$ cat src/rtl/adc_link_pkg.sv
package adc_link_pkg;
  typedef enum logic [2:0] {
    ST_IDLE,
    ST_SETUP,
    ST_CLOCK,
    ST_HOLD,
    ST_PWR_HI,
    ST_PWR_LO,
    ST_WAKE
  } link_st_e;

  localparam int unsigned NAP_PULSES   = 2;
  localparam int unsigned SLEEP_PULSES = 4;
endpackage

$ cat src/rtl/half_tick.sv
module half_tick #(
  parameter int unsigned DIV_HALF = 2
) (
  input  logic clk,
  input  logic rst_n,
  input  logic en,
  output logic tick
);
  localparam int unsigned CW = $clog2(DIV_HALF + 1);
  localparam logic [CW-1:0] LAST = CW'(DIV_HALF - 1);

  logic [CW-1:0] cnt;

  assign tick = en && (cnt == LAST);

  always_ff @(posedge clk or negedge rst_n) begin
    if (!rst_n)       cnt <= '0;
    else if (!en)     cnt <= '0;
    else if (tick)    cnt <= '0;
    else              cnt <= cnt + 1'b1;
  end
endmodule

$ cat src/rtl/bit_capture.sv
module bit_capture #(
  parameter int unsigned BITS = 13
) (
  input  logic            clk,
  input  logic            rst_n,
  input  logic            clr,
  input  logic            shift,
  input  logic            din,
  output logic [BITS-1:0] q
);
  always_ff @(posedge clk or negedge rst_n) begin
    if (!rst_n)      q <= '0;
    else if (clr)    q <= '0;
    else if (shift)  q <= {q[BITS-2:0], din};
  end
endmodule

$ cat src/rtl/word_format.sv
module word_format #(
  parameter int unsigned DW = 12,
  parameter int unsigned OW = 16
) (
  input  logic [DW:0]   raw,
  input  logic          bip,
  output logic [OW-1:0] word
);
  localparam int unsigned PAD = OW - DW - 1;

  generate
    if (PAD > 0) begin : g_pad
      assign word = {{PAD{bip & raw[DW-1]}}, raw};
    end else begin : g_nopad
      assign word = raw[OW-1:0];
    end
  endgenerate
endmodule

$ cat src/rtl/adc_link_ctrl.sv
module adc_link_ctrl #(
  parameter int unsigned DIV_HALF    = 2,
  parameter int unsigned DW          = 12,
  parameter int unsigned OW          = 16,
  parameter int unsigned LEAD        = 2,
  parameter int unsigned FRAME_CLKS  = 16,
  parameter int unsigned WAKE_HALVES = 2
) (
  input  logic          clk,
  input  logic          rst_n,
  input  logic          conv_req,
  input  logic          nap_req,
  input  logic          sleep_req,
  input  logic          wake_req,
  input  logic          bipolar,
  output logic          busy,
  output logic          conv_o,
  output logic          sclk_o,
  input  logic          sdata_i,
  output logic          res_valid,
  input  logic          res_ready,
  output logic [OW-1:0] res_data
);
  import adc_link_pkg::*;

  localparam int unsigned RCW = $clog2(FRAME_CLKS + 1);
  localparam int unsigned WCW = $clog2(WAKE_HALVES + 1);
  localparam logic [RCW-1:0] RC_LAST  = RCW'(FRAME_CLKS);
  localparam logic [RCW-1:0] CAP_LO   = RCW'(LEAD);
  localparam logic [RCW-1:0] CAP_HI   = RCW'(LEAD + DW + 1);
  localparam logic [WCW-1:0] WAKE_END = WCW'(WAKE_HALVES - 1);

  link_st_e       st;
  logic           sclk_q, conv_q, bip_q;
  logic [RCW-1:0] rc;
  logic [2:0]     pc, goal;
  logic [WCW-1:0] wc;
  logic           tick, tick_en, start_ok, cap_shift;
  logic [DW:0]    raw;

  assign tick_en  = (st != ST_IDLE) && (st != ST_HOLD);
  assign start_ok = (st == ST_IDLE) && conv_req;
  assign cap_shift = (st == ST_CLOCK) && tick && !sclk_q &&
                     (rc >= CAP_LO) && (rc < CAP_HI);

  half_tick #(.DIV_HALF(DIV_HALF)) u_tick (
    .clk(clk), .rst_n(rst_n), .en(tick_en), .tick(tick)
  );

  bit_capture #(.BITS(DW + 1)) u_cap (
    .clk(clk), .rst_n(rst_n), .clr(start_ok), .shift(cap_shift),
    .din(sdata_i), .q(raw)
  );

  word_format #(.DW(DW), .OW(OW)) u_fmt (
    .raw(raw), .bip(bip_q), .word(res_data)
  );

  always_ff @(posedge clk or negedge rst_n) begin
    if (!rst_n) begin
      st     <= ST_IDLE;
      sclk_q <= 1'b0;
      conv_q <= 1'b0;
      bip_q  <= 1'b0;
      rc     <= '0;
      pc     <= '0;
      goal   <= '0;
      wc     <= '0;
    end else begin
      unique case (st)
        ST_IDLE: begin
          if (conv_req) begin
            st     <= ST_SETUP;
            conv_q <= 1'b1;
            bip_q  <= bipolar;
            rc     <= '0;
          end else if (sleep_req || nap_req) begin
            st     <= ST_PWR_HI;
            conv_q <= 1'b1;
            pc     <= '0;
            goal   <= sleep_req ? 3'(SLEEP_PULSES) : 3'(NAP_PULSES);
          end else if (wake_req) begin
            st     <= ST_WAKE;
            sclk_q <= 1'b1;
            wc     <= '0;
          end
        end
        ST_SETUP: if (tick) begin
          conv_q <= 1'b0;
          st     <= ST_CLOCK;
        end
        ST_CLOCK: if (tick) begin
          if (!sclk_q) begin
            sclk_q <= 1'b1;
            rc     <= rc + 1'b1;
          end else begin
            sclk_q <= 1'b0;
            if (rc == RC_LAST) st <= ST_HOLD;
          end
        end
        ST_HOLD: if (res_ready) st <= ST_IDLE;
        ST_PWR_HI: if (tick) begin
          conv_q <= 1'b0;
          pc     <= pc + 1'b1;
          st     <= ST_PWR_LO;
        end
        ST_PWR_LO: if (tick) begin
          if (pc == goal) begin
            st <= ST_IDLE;
          end else begin
            conv_q <= 1'b1;
            st     <= ST_PWR_HI;
          end
        end
        ST_WAKE: if (tick) begin
          if (wc == WAKE_END) begin
            sclk_q <= 1'b0;
            st     <= ST_IDLE;
          end else begin
            wc <= wc + 1'b1;
          end
        end
        default: st <= ST_IDLE;
      endcase
    end
  end

  assign busy      = (st != ST_IDLE);
  assign conv_o    = conv_q;
  assign sclk_o    = sclk_q;
  assign res_valid = (st == ST_HOLD);
endmodule

$ cat config.mk
export PLATFORM = sky130hd
export DESIGN_NAME = adc_link_ctrl
export DESIGN_NICKNAME = d
export VERILOG_FILES = /design/src/rtl/adc_link_pkg.sv /design/src/rtl/half_tick.sv /design/src/rtl/bit_capture.sv /design/src/rtl/word_format.sv /design/src/rtl/adc_link_ctrl.sv
export SDC_FILE = /design/constraint.sdc
export NUM_CORES = 1
export LEC_CHECK = 0
export ABC_AREA = 1
export BUFFER_PORTS_ARGS = -buffer_cell sky130_fd_sc_hd__buf_2
export CAP_MARGIN = 5
export CELL_PAD_IN_SITES_DETAIL_PLACEMENT = 1
export CELL_PAD_IN_SITES_GLOBAL_PLACEMENT = 1
export CORE_MARGIN = 8
export CORE_UTILIZATION = 25
export CTS_CLUSTER_DIAMETER = 30
export CTS_CLUSTER_SIZE = 28
export DETAILED_ROUTE_END_ITERATION = 10
export PLACE_DENSITY_LB_ADDON = 0.1
export SLEW_MARGIN = 15
export SYNTH_ARGS = -nofsm -noshare
export SYNTH_HDL_FRONTEND = slang
export SYNTH_SLANG_ARGS = --single-unit
$ cat constraint.sdc
create_clock -name clk -period 2.6 [get_ports clk]
set_clock_uncertainty 0.1 [all_clocks]
set_input_delay 0.52 -clock clk [delete_from_list [all_inputs] [get_ports clk]]
set_output_delay 0.52 -clock clk [all_outputs]
set_load 0.05 [all_outputs]
== After elaboration in Yosys (flattened, before gate mapping) ==
Index checks and enable logic that the tools add are counted.

* Bits in registers: 34
* Bits of input ports: 9
* Word-level logic and storage cells: 122
* Output and inout port bits: 20

* Multiplexer cells: 47
* Magnitude comparators: 2
* Equal/unequal tests: 31
* Add/sub/neg operators: 4
* Bitwise operators: 2
* Reduce and logical (&&, ||, !) cells: 26

{| class="wikitable"
|+ Operators by type and width
! kind !! number
|-
| two-way mux 3 bit || 17
|-
| inequality test 2 bit (second input constant) || 14
|-
| two-way mux 13 bit || 2
|-
| case mux 3 bit (7 select lines) || 1
|-
| two-way mux 5 bit || 3
|-
| two-way mux 2 bit || 7
|-
| two-way mux 1 bit || 12
|-
| case mux 5 bit (2 select lines) || 1
|-
| AND reduction 10 bit || 1
|-
| == test 3 bit (second input constant) || 3
|-
| nonzero test 3 bit || 3
|-
| inequality test 2 x 1 -> 1 bit (second input constant) || 4
|-
| AND reduction 4 bit || 2
|-
| nonzero test 2 bit || 4
|-
| logical AND 1 bit || 7
|-
| AND reduction 7 bit || 1
|-
| == test 3 x 2 -> 1 bit (second input constant) || 2
|-
| inequality test 3 x 2 -> 1 bit (second input constant) || 2
|-
| case mux 1 bit (3 select lines) || 2
|-
| case mux 3 bit (2 select lines) || 1
|-
| AND reduction 6 bit || 1
|-
| adder 5 x 1 -> 5 bit (second input constant) || 1
|-
| == test 5 bit (second input constant) || 1
|-
| >= comparator 5 x 2 -> 1 bit (second input constant) || 1
|-
| 17 further kinds || 19
|}

== Logic depth before layout (Yosys ltp) ==
Gate-level depths: netlist of the first run.

* Depth after elaboration: 9
* Mapped depth: 11

== Hierarchy ==
A second synthesis of the first run with hierarchy kept.

* Cells, all modules: 275
* Area total of the unflattened synthesis: 2048.2 um^2

{| class="wikitable"
|+ Modules (own cells, without submodules)
! module !! area each (um^2) !! sequential area each (um^2) !! cells each !! instances
|-
| adc_link_ctrl || 1307.5 || 450.4 || 192 || 1
|-
| bit_capture || 536.8 || 325.3 || 57 || 1
|-
| word_format || 120.1 || 0.0 || 17 || 1
|-
| half_tick || 83.8 || 50.0 || 9 || 1
|}

== Least setup slack after synthesis of the first run ==
OpenSTA, ideal clock, no wires.

* Path kind: register to output
* Start: register u_cap.q[11]
* End: output port res_data[14]
* Arrival: 1350 ps
* Buffers on the path: 1
* Stages on the path, launching flop included: 4
* Path slack: 630 ps
* Cells stage by stage: dfrtp_1 nand2_1 inv_1 buf_4

* Word-level cells in the longest chain between the ends: 1

{| class="wikitable"
|+ Ends and longest elaborated chain
! item !! RTL line !! source
|-
| start, declared || bit_capture.sv:9 || <nowiki>output logic [BITS-1:0] q</nowiki>
|-
| start signal, assigned || bit_capture.sv:14 || <nowiki>else if (shift) q <= {q[BITS-2:0], din};</nowiki>
|-
| AND 1 bit || word_format.sv:13 || <nowiki>assign word = {{PAD{bip & raw[DW-1]}}, raw};</nowiki>
|-
| end, declared || adc_link_ctrl.sv:22 || <nowiki>output logic [OW-1:0] res_data</nowiki>
|}

Every way passes these cells.

== Worst setup path after layout of the first run ==
* Start: register st[1]
* End: output port busy

* Word-level cells in the longest chain between the ends: 1

{| class="wikitable"
|+ Ends and longest elaborated chain
! item !! RTL line !! source
|-
| start, declared || adc_link_ctrl.sv:33 || <nowiki>link_st_e st;</nowiki>
|-
| start signal, assigned || adc_link_ctrl.sv:61 || <nowiki>st <= ST_IDLE;</nowiki>
|-
| start signal, assigned || adc_link_ctrl.sv:73 || <nowiki>st <= ST_SETUP;</nowiki>
|-
| start signal, assigned || adc_link_ctrl.sv:78 || <nowiki>st <= ST_PWR_HI;</nowiki>
|-
| nonzero test 3 bit || adc_link_ctrl.sv:128 || <nowiki>assign busy = (st != ST_IDLE);</nowiki>
|-
| end, declared || adc_link_ctrl.sv:16 || <nowiki>output logic busy,</nowiki>
|}

Every way passes these cells.

==> impl_metrics.json, run 1 <==
{
  "fillers": 930,
  "routed_wl_um": 4917,
  "critPathRequiredTime_ns": 1.98,
  "power_leakage_nw": 1.205,
  "clkPwrFrac_pct": 22.6,
  "num_io_pins": 29,
  "drv_cap": 0,
  "r2r_cells": 7,
  "dp_hpwl_um": 3719,
  "drt-initial-drc-count": 23,
  "holdWs_ns": 0.2018,
  "drive_above_1_share_pct": 21.40,
  "cts_buffers": 5,
  "areaGrowthSynthToFinish_pct": 16.89,
  "grt_first_pass_wirelength_um": 8459,
  "cts_tree": "built",
  "timing.rr.start": "st[1]$_DFFE_PN0P_",
  "wl_met2_um": 2299,
  "powerDensity_mw_per_mm2": 1025,
  "hp-class": "in2async",
  "min_period_over_period_pct": 77.09,
  "clkLatencyLatePin_ns": 0.30,
  "finalHoldViolCount": 0,
  "final_cell_area_mm2": 0.002208,
  "initial_utilization_pct": 25.91,
  "total_power_mw": 2.264,
  "crit_type": "reg2out",
  "overflow": 0,
  "synth_top_area_share_pct": 43.71,
  "pre_cts_slack_ns": 0.6763,
  "die_h_um": 102.9,
  "yosysTopAreaCell": "dfrtp_1",
  "synth-main-ff-cell": "dfrtp_1",
  "post_dp_cell_area_mm2": 0.002093,
  "swShare_pct": 46.71,
  "ctsLongestPathBuffers": 2,
  "cts-resized-gates": 0,
  "grt_max_degree": 34,
  "drc": 0,
  "row_count": 31,
  "die_w_um": 102.9,
  "power_frac_comb_pct": 44.4,
  "synth_area_leaders": "dfrtp_1 44%, nand2_1 14%, inv_1 5.4%",
  "worst_slack_ns": 0.5956,
  "setup_violations": 0,
  "arrival_ns": 1.38,
  "syn-instance-count": 241,
  "worstMarginPinSlew_ns": 0.7949,
  "detail_route.wl_per_cell_um": 13.29,
  "synth_edf_count": 0,
  "grt_pass1_vias": 1691,
  "fmaxAchievable_mhz": 498.9,
  "sequentialPowerShare_pct": 33.0,
  "syn-cell-area_mm2": 0.001889,
  "routed.top_layer": "met4",
  "ys_top_cells_by_count": "72 x nand2_1, 33 x dfrtp_1, 27 x inv_1",
  "dieArea_mm2": 0.01059,
  "tns_ns": 0,
  "path_clk_slew_ns": 0.08,
  "route.met3.wl_um": 152,
  "outcome": "complete, no violations",
  "num_vias": 1591,
  "yosysMostFrequentCell": "nand2_1",
  "synth_nets": 255,
  "yosysWarnings": 0,
  "htreeDepth": 2,
  "p_switching_mw": 1.057,
  "antenna_found_initial": 0,
  "avgSynthCellArea_um2": 7.839,
  "drv_slew": 0,
  "postCtsSetupRepairBufs": 0,
  "min_period_ns": 2.004,
  "first_pass_iters": 4,
  "place_congestion": 0.7275,
  "vias_per_cell": 4.300,
  "post_layout_nonfiller_instances": 370,
  "cts_root_buf": "clkbuf_8",
  "antenna_cells": 0,
  "cp_max_fo": 7,
  "cp-start-kind": "register",
  "seqCellArea_um2": 825.8,
  "core_area_mm2": 0.007292,
  "slew_headroom_pct": 47.01,
  "grtUsageTotal_pct": 10.41,
  "ir_drop_mv": 0.2198,
  "dp.cells": 362,
  "cts.sink_count": 33,
  "drtAntennaViolNets": 0,
  "ys_types": 29,
  "end_kind": "primary output",
  "fin_util_pct": 30.28,
  "rsz0062_at_grt": "false",
  "cts_hold_buf": 0,
  "async_reset_ff_share_pct": 100.0,
  "numPortBuffers": 28,
  "ys_seq_area_share_pct": 43.71,
  "p_int_mw": 1.206,
  "fin_nets": 284,
  "met1_length_um": 2392,
  "ys_seq_elements": 33,
  "cp-startpoint": "st[1]$_DFFE_PN0P_",
  "multi_input_area_um2": 888.4
}
==> cell usage in the layout (no fill, tap or decap), drive strengths merged <==
master and n:
nor3 2, o21ai 20, clkinv 1, buf 28
nor2 27, nand3 18, nand3b 3, clkbuf 5
dfrtp 33, a31o 1, clkinvlp 1, a21oi 7
or2 3, nand2 77, a21boi 1, mux2 1
xor2 2, nand4 5, inv 30, bufinv 1
ha 5
==> layout make-up <==
cell class / count / area share [%]
timing repair buffer: 28 / 6.346
clock buffer: 5 / 3.116
clock inverter: 3 / 2.096
tap: 99 / 5.609
sequential: 33 / 37.39
multi-input combinational: 172 / 40.23
inverter: 30 / 5.212
==> power groups by stage <==
stage	Combinational [mW]	Sequential, mW	Clock (mW)
after global placement	1.02	0.760	0
final	1.00	0.747	0.512
after floorplan	0.732	0.799	0
after detailed placement	1.03	0.762	0
after CTS	1.03	0.753	0.532
after global routing	1.17	0.773	0.553
==> worst max-delay path, cell delays in order (launching register included) <==
cell     delay [ns]
dfrtp_1        0.55
inv_2          0.13
nand2_4        0.13
buf_2          0.28
==> flip-flops by register name (all words and copies together), names as in the netlist <==
signal and flops:
conv_o 1, pc 3, rc 5, sclk_o 1, u_tick.cnt 2, u_cap.q 13, wc 2, bip_q 1
goal 2, st 3
==> worst paths after layout <==
kind                                           endpoint  slack (ns)
worst min-delay path                 conv_o$_DFFE_PN0P_        0.20
worst min register to register  u_tick.cnt[1]$_DFF_PN0_        0.36
max in group asynchronous             bip_q$_DFFE_PN0P_        1.68
min in group clk                u_tick.cnt[1]$_DFF_PN0_        0.36
worst max-delay path                               busy        0.60
worst max register to register        pc[2]$_DFFE_PN0P_        0.78
==> per-layer routing <==
layer / vias to the layer above / global-route usage (%)
met5: - / 0
met4: 0 / 3.671
met3: 6 / 2.903
met2: 20 / 16.87
met1: 752 / 12.90
li1: 813 / -
==> logic make-up (layout without fill, tap and decap cells) <==
family	after synthesis	in the layout	synth area share, %
AND/OR/NAND/NOR	135	135	33.58
buffers and inverters	36	66	9.272
flip-flops	33	33	43.71
AO/OA/AOI/OAI	29	29	8.609
adder cells (fa/ha/maj)	5	5	3.311
XOR/XNOR	2	2	0.9273
multiplexers	1	1	0.5960
Power figures use the tool's default switching activity.
==> inputs of run 2 (changes only) <==
==> constraint.sdc (replaced) <==
create_clock -name clk -period 1.7 [get_ports clk]
set_clock_uncertainty 0.1 [all_clocks]
set_input_delay 0.34 -clock clk [delete_from_list [all_inputs] [get_ports clk]]
set_output_delay 0.34 -clock clk [all_outputs]
set_load 0.05 [all_outputs]
==> impl_metrics.json, run 2 (synthesized netlist as in run 1, its figures left out) <==
{
  "powerDensity_mw_per_mm2": 1537,
  "hold_start": "bipolar",
  "cp_max_fo": 6,
  "end_kind": "primary output",
  "numPortBuffers": 28,
  "outcome": "complete, no violations",
  "drv_cap": 0,
  "areaGrowthSynthToFinish_pct": 27.22,
  "grtUsageTotal_pct": 10.43,
  "antenna_found_initial": 0,
  "die_w_um": 102.9,
  "ir_drop_mv": 0.3478,
  "drc": 0,
  "row_count": 31,
  "finalHoldViolCount": 0,
  "detail_route.wl_per_cell_um": 12.83,
  "tns_ns": 0,
  "num_io_pins": 29,
  "num_vias": 1680,
  "post_dp_cell_area_mm2": 0.002188,
  "layout_commonest_cell": "nand2_1",
  "slew_headroom_pct": 75.03,
  "final_cell_area_mm2": 0.002404,
  "antenna_cells": 0,
  "cts_tree": "built",
  "largest_register_ffs": 13,
  "setup_violations": 0,
  "fin_nets": 301,
  "timing.rr.start": "st[0]$_DFFE_PN0P_",
  "routed_wl_um": 4965,
  "top_register": "u_cap.q",
  "drv_slew": 0,
  "power_leakage_nw": 1.292,
  "path_clk_slew_ns": 0.08,
  "cts_root_buf": "clkbuf_8",
  "first_pass_iters": 4,
  "die_h_um": 102.9,
  "drtAntennaViolNets": 0,
  "hp-class": "in2reg",
  "grt_max_degree": 21,
  "place_congestion": 0.7138,
  "crit_type": "reg2out",
  "drive_above_1_share_pct": 28.13,
  "dieArea_mm2": 0.01059,
  "dp_hpwl_um": 3816,
  "critPathRequiredTime_ns": 1.26,
  "min_period_over_period_pct": 97.04,
  "initial_utilization_pct": 25.91,
  "drt-initial-drc-count": 70,
  "cp-startpoint": "st[0]$_DFFE_PN0P_",
  "cts_buffers": 5,
  "cts.sink_count": 33,
  "grt_pass1_vias": 1820,
  "mostFrequentLayoutCells": "72 x nand2_1, 30 x dfrtp_1, 26 x buf_2",
  "cp-start-kind": "register",
  "arrival_ns": 1.21,
  "core_area_mm2": 0.007292,
  "grt_first_pass_wirelength_um": 8673,
  "clkLatencyLatePin_ns": 0.29,
  "fmaxAchievable_mhz": 606.2,
  "ctsLongestPathBuffers": 2,
  "largestRegisters": "u_cap.q: 13 flops, rc: 5 flops",
  "rsz0062_at_grt": "true",
  "htreeDepth": 2,
  "vias_per_cell": 4.341,
  "min_period_ns": 1.650,
  "overflow": 0,
  "worstMarginPinSlew_ns": 0.3745
}
-- run 2: cell type report --
class / count / area, µm²
fillers: 909 / 4888
multi-input cells: 172 / 903.4
flip-flops and latches: 33 / 829.5
repair buffers: 45 / 311.5
well taps: 99 / 123.9
inverters: 30 / 118.9
clock buffers: 7 / 86.33
clock inverters: 1 / 30.03
-- run 2: timing repair --
item | in CTS | in global routing
resized for setup | 4 | 9
hold buffers | 1 | 0
endpoints found under the setup margin | 2 | 20
setup buffers | 0 | 6
endpoints found under the hold margin | 13 | 0
pin swaps | 1 | 3
-- run 2: final timing paths --
kind	slack [ns]	depth (start not counted)	to
worst min-delay path	0.18	2	bip_q$_DFFE_PN0P_
max in group asynchronous	0.66	3	u_cap.q[6]$_DFFE_PN0P_
worst max-delay path	0.05	3	busy
worst max register to register	0.13	8	rc[3]$_DFFE_PN0P_
min in group asynchronous	0.40	2	st[2]$_DFFE_PN0P_
worst min register to register	0.36	1	u_tick.cnt[0]$_DFF_PN0_
-- run 2: worst max-delay path: stages, from the launching register on --
cell and delay, ns:
dfrtp_2 0.46, nor2_4 0.18, nand2_4 0.11, buf_6 0.17
-- run 2: metrics by stage --
stage	power [mW]	hold WS (ns)	utilization (%)	std cells	setup slack (ns)
finish	3.693	0.1805	32.96	387	0.05032
global placement	2.790	0.1887	30.01	372	0.04689
floorplan	2.346	-0.05559	-	241	0.07747
detailed placement	2.788	0.1864	30.01	372	0.02376
global route	4.033	0.1870	32.96	387	-0.01067
CTS	3.623	0.1723	31.85	381	0.006445
-- run 2: power breakdown --
group          internal, mW  total, mW  switching (mW)
Clock                 0.478      0.789           0.311
Combinational         0.622       1.79            1.16
Sequential            0.963       1.12           0.155
-- run 2: layer usage --
layer  wire [µm]  up-vias  track usage [%]
li1            -      858                -
met3         204        7            2.633
met2        2331       22            17.62
met5           0        -                0
met1        2371      793            12.73
met4          57        0            3.003
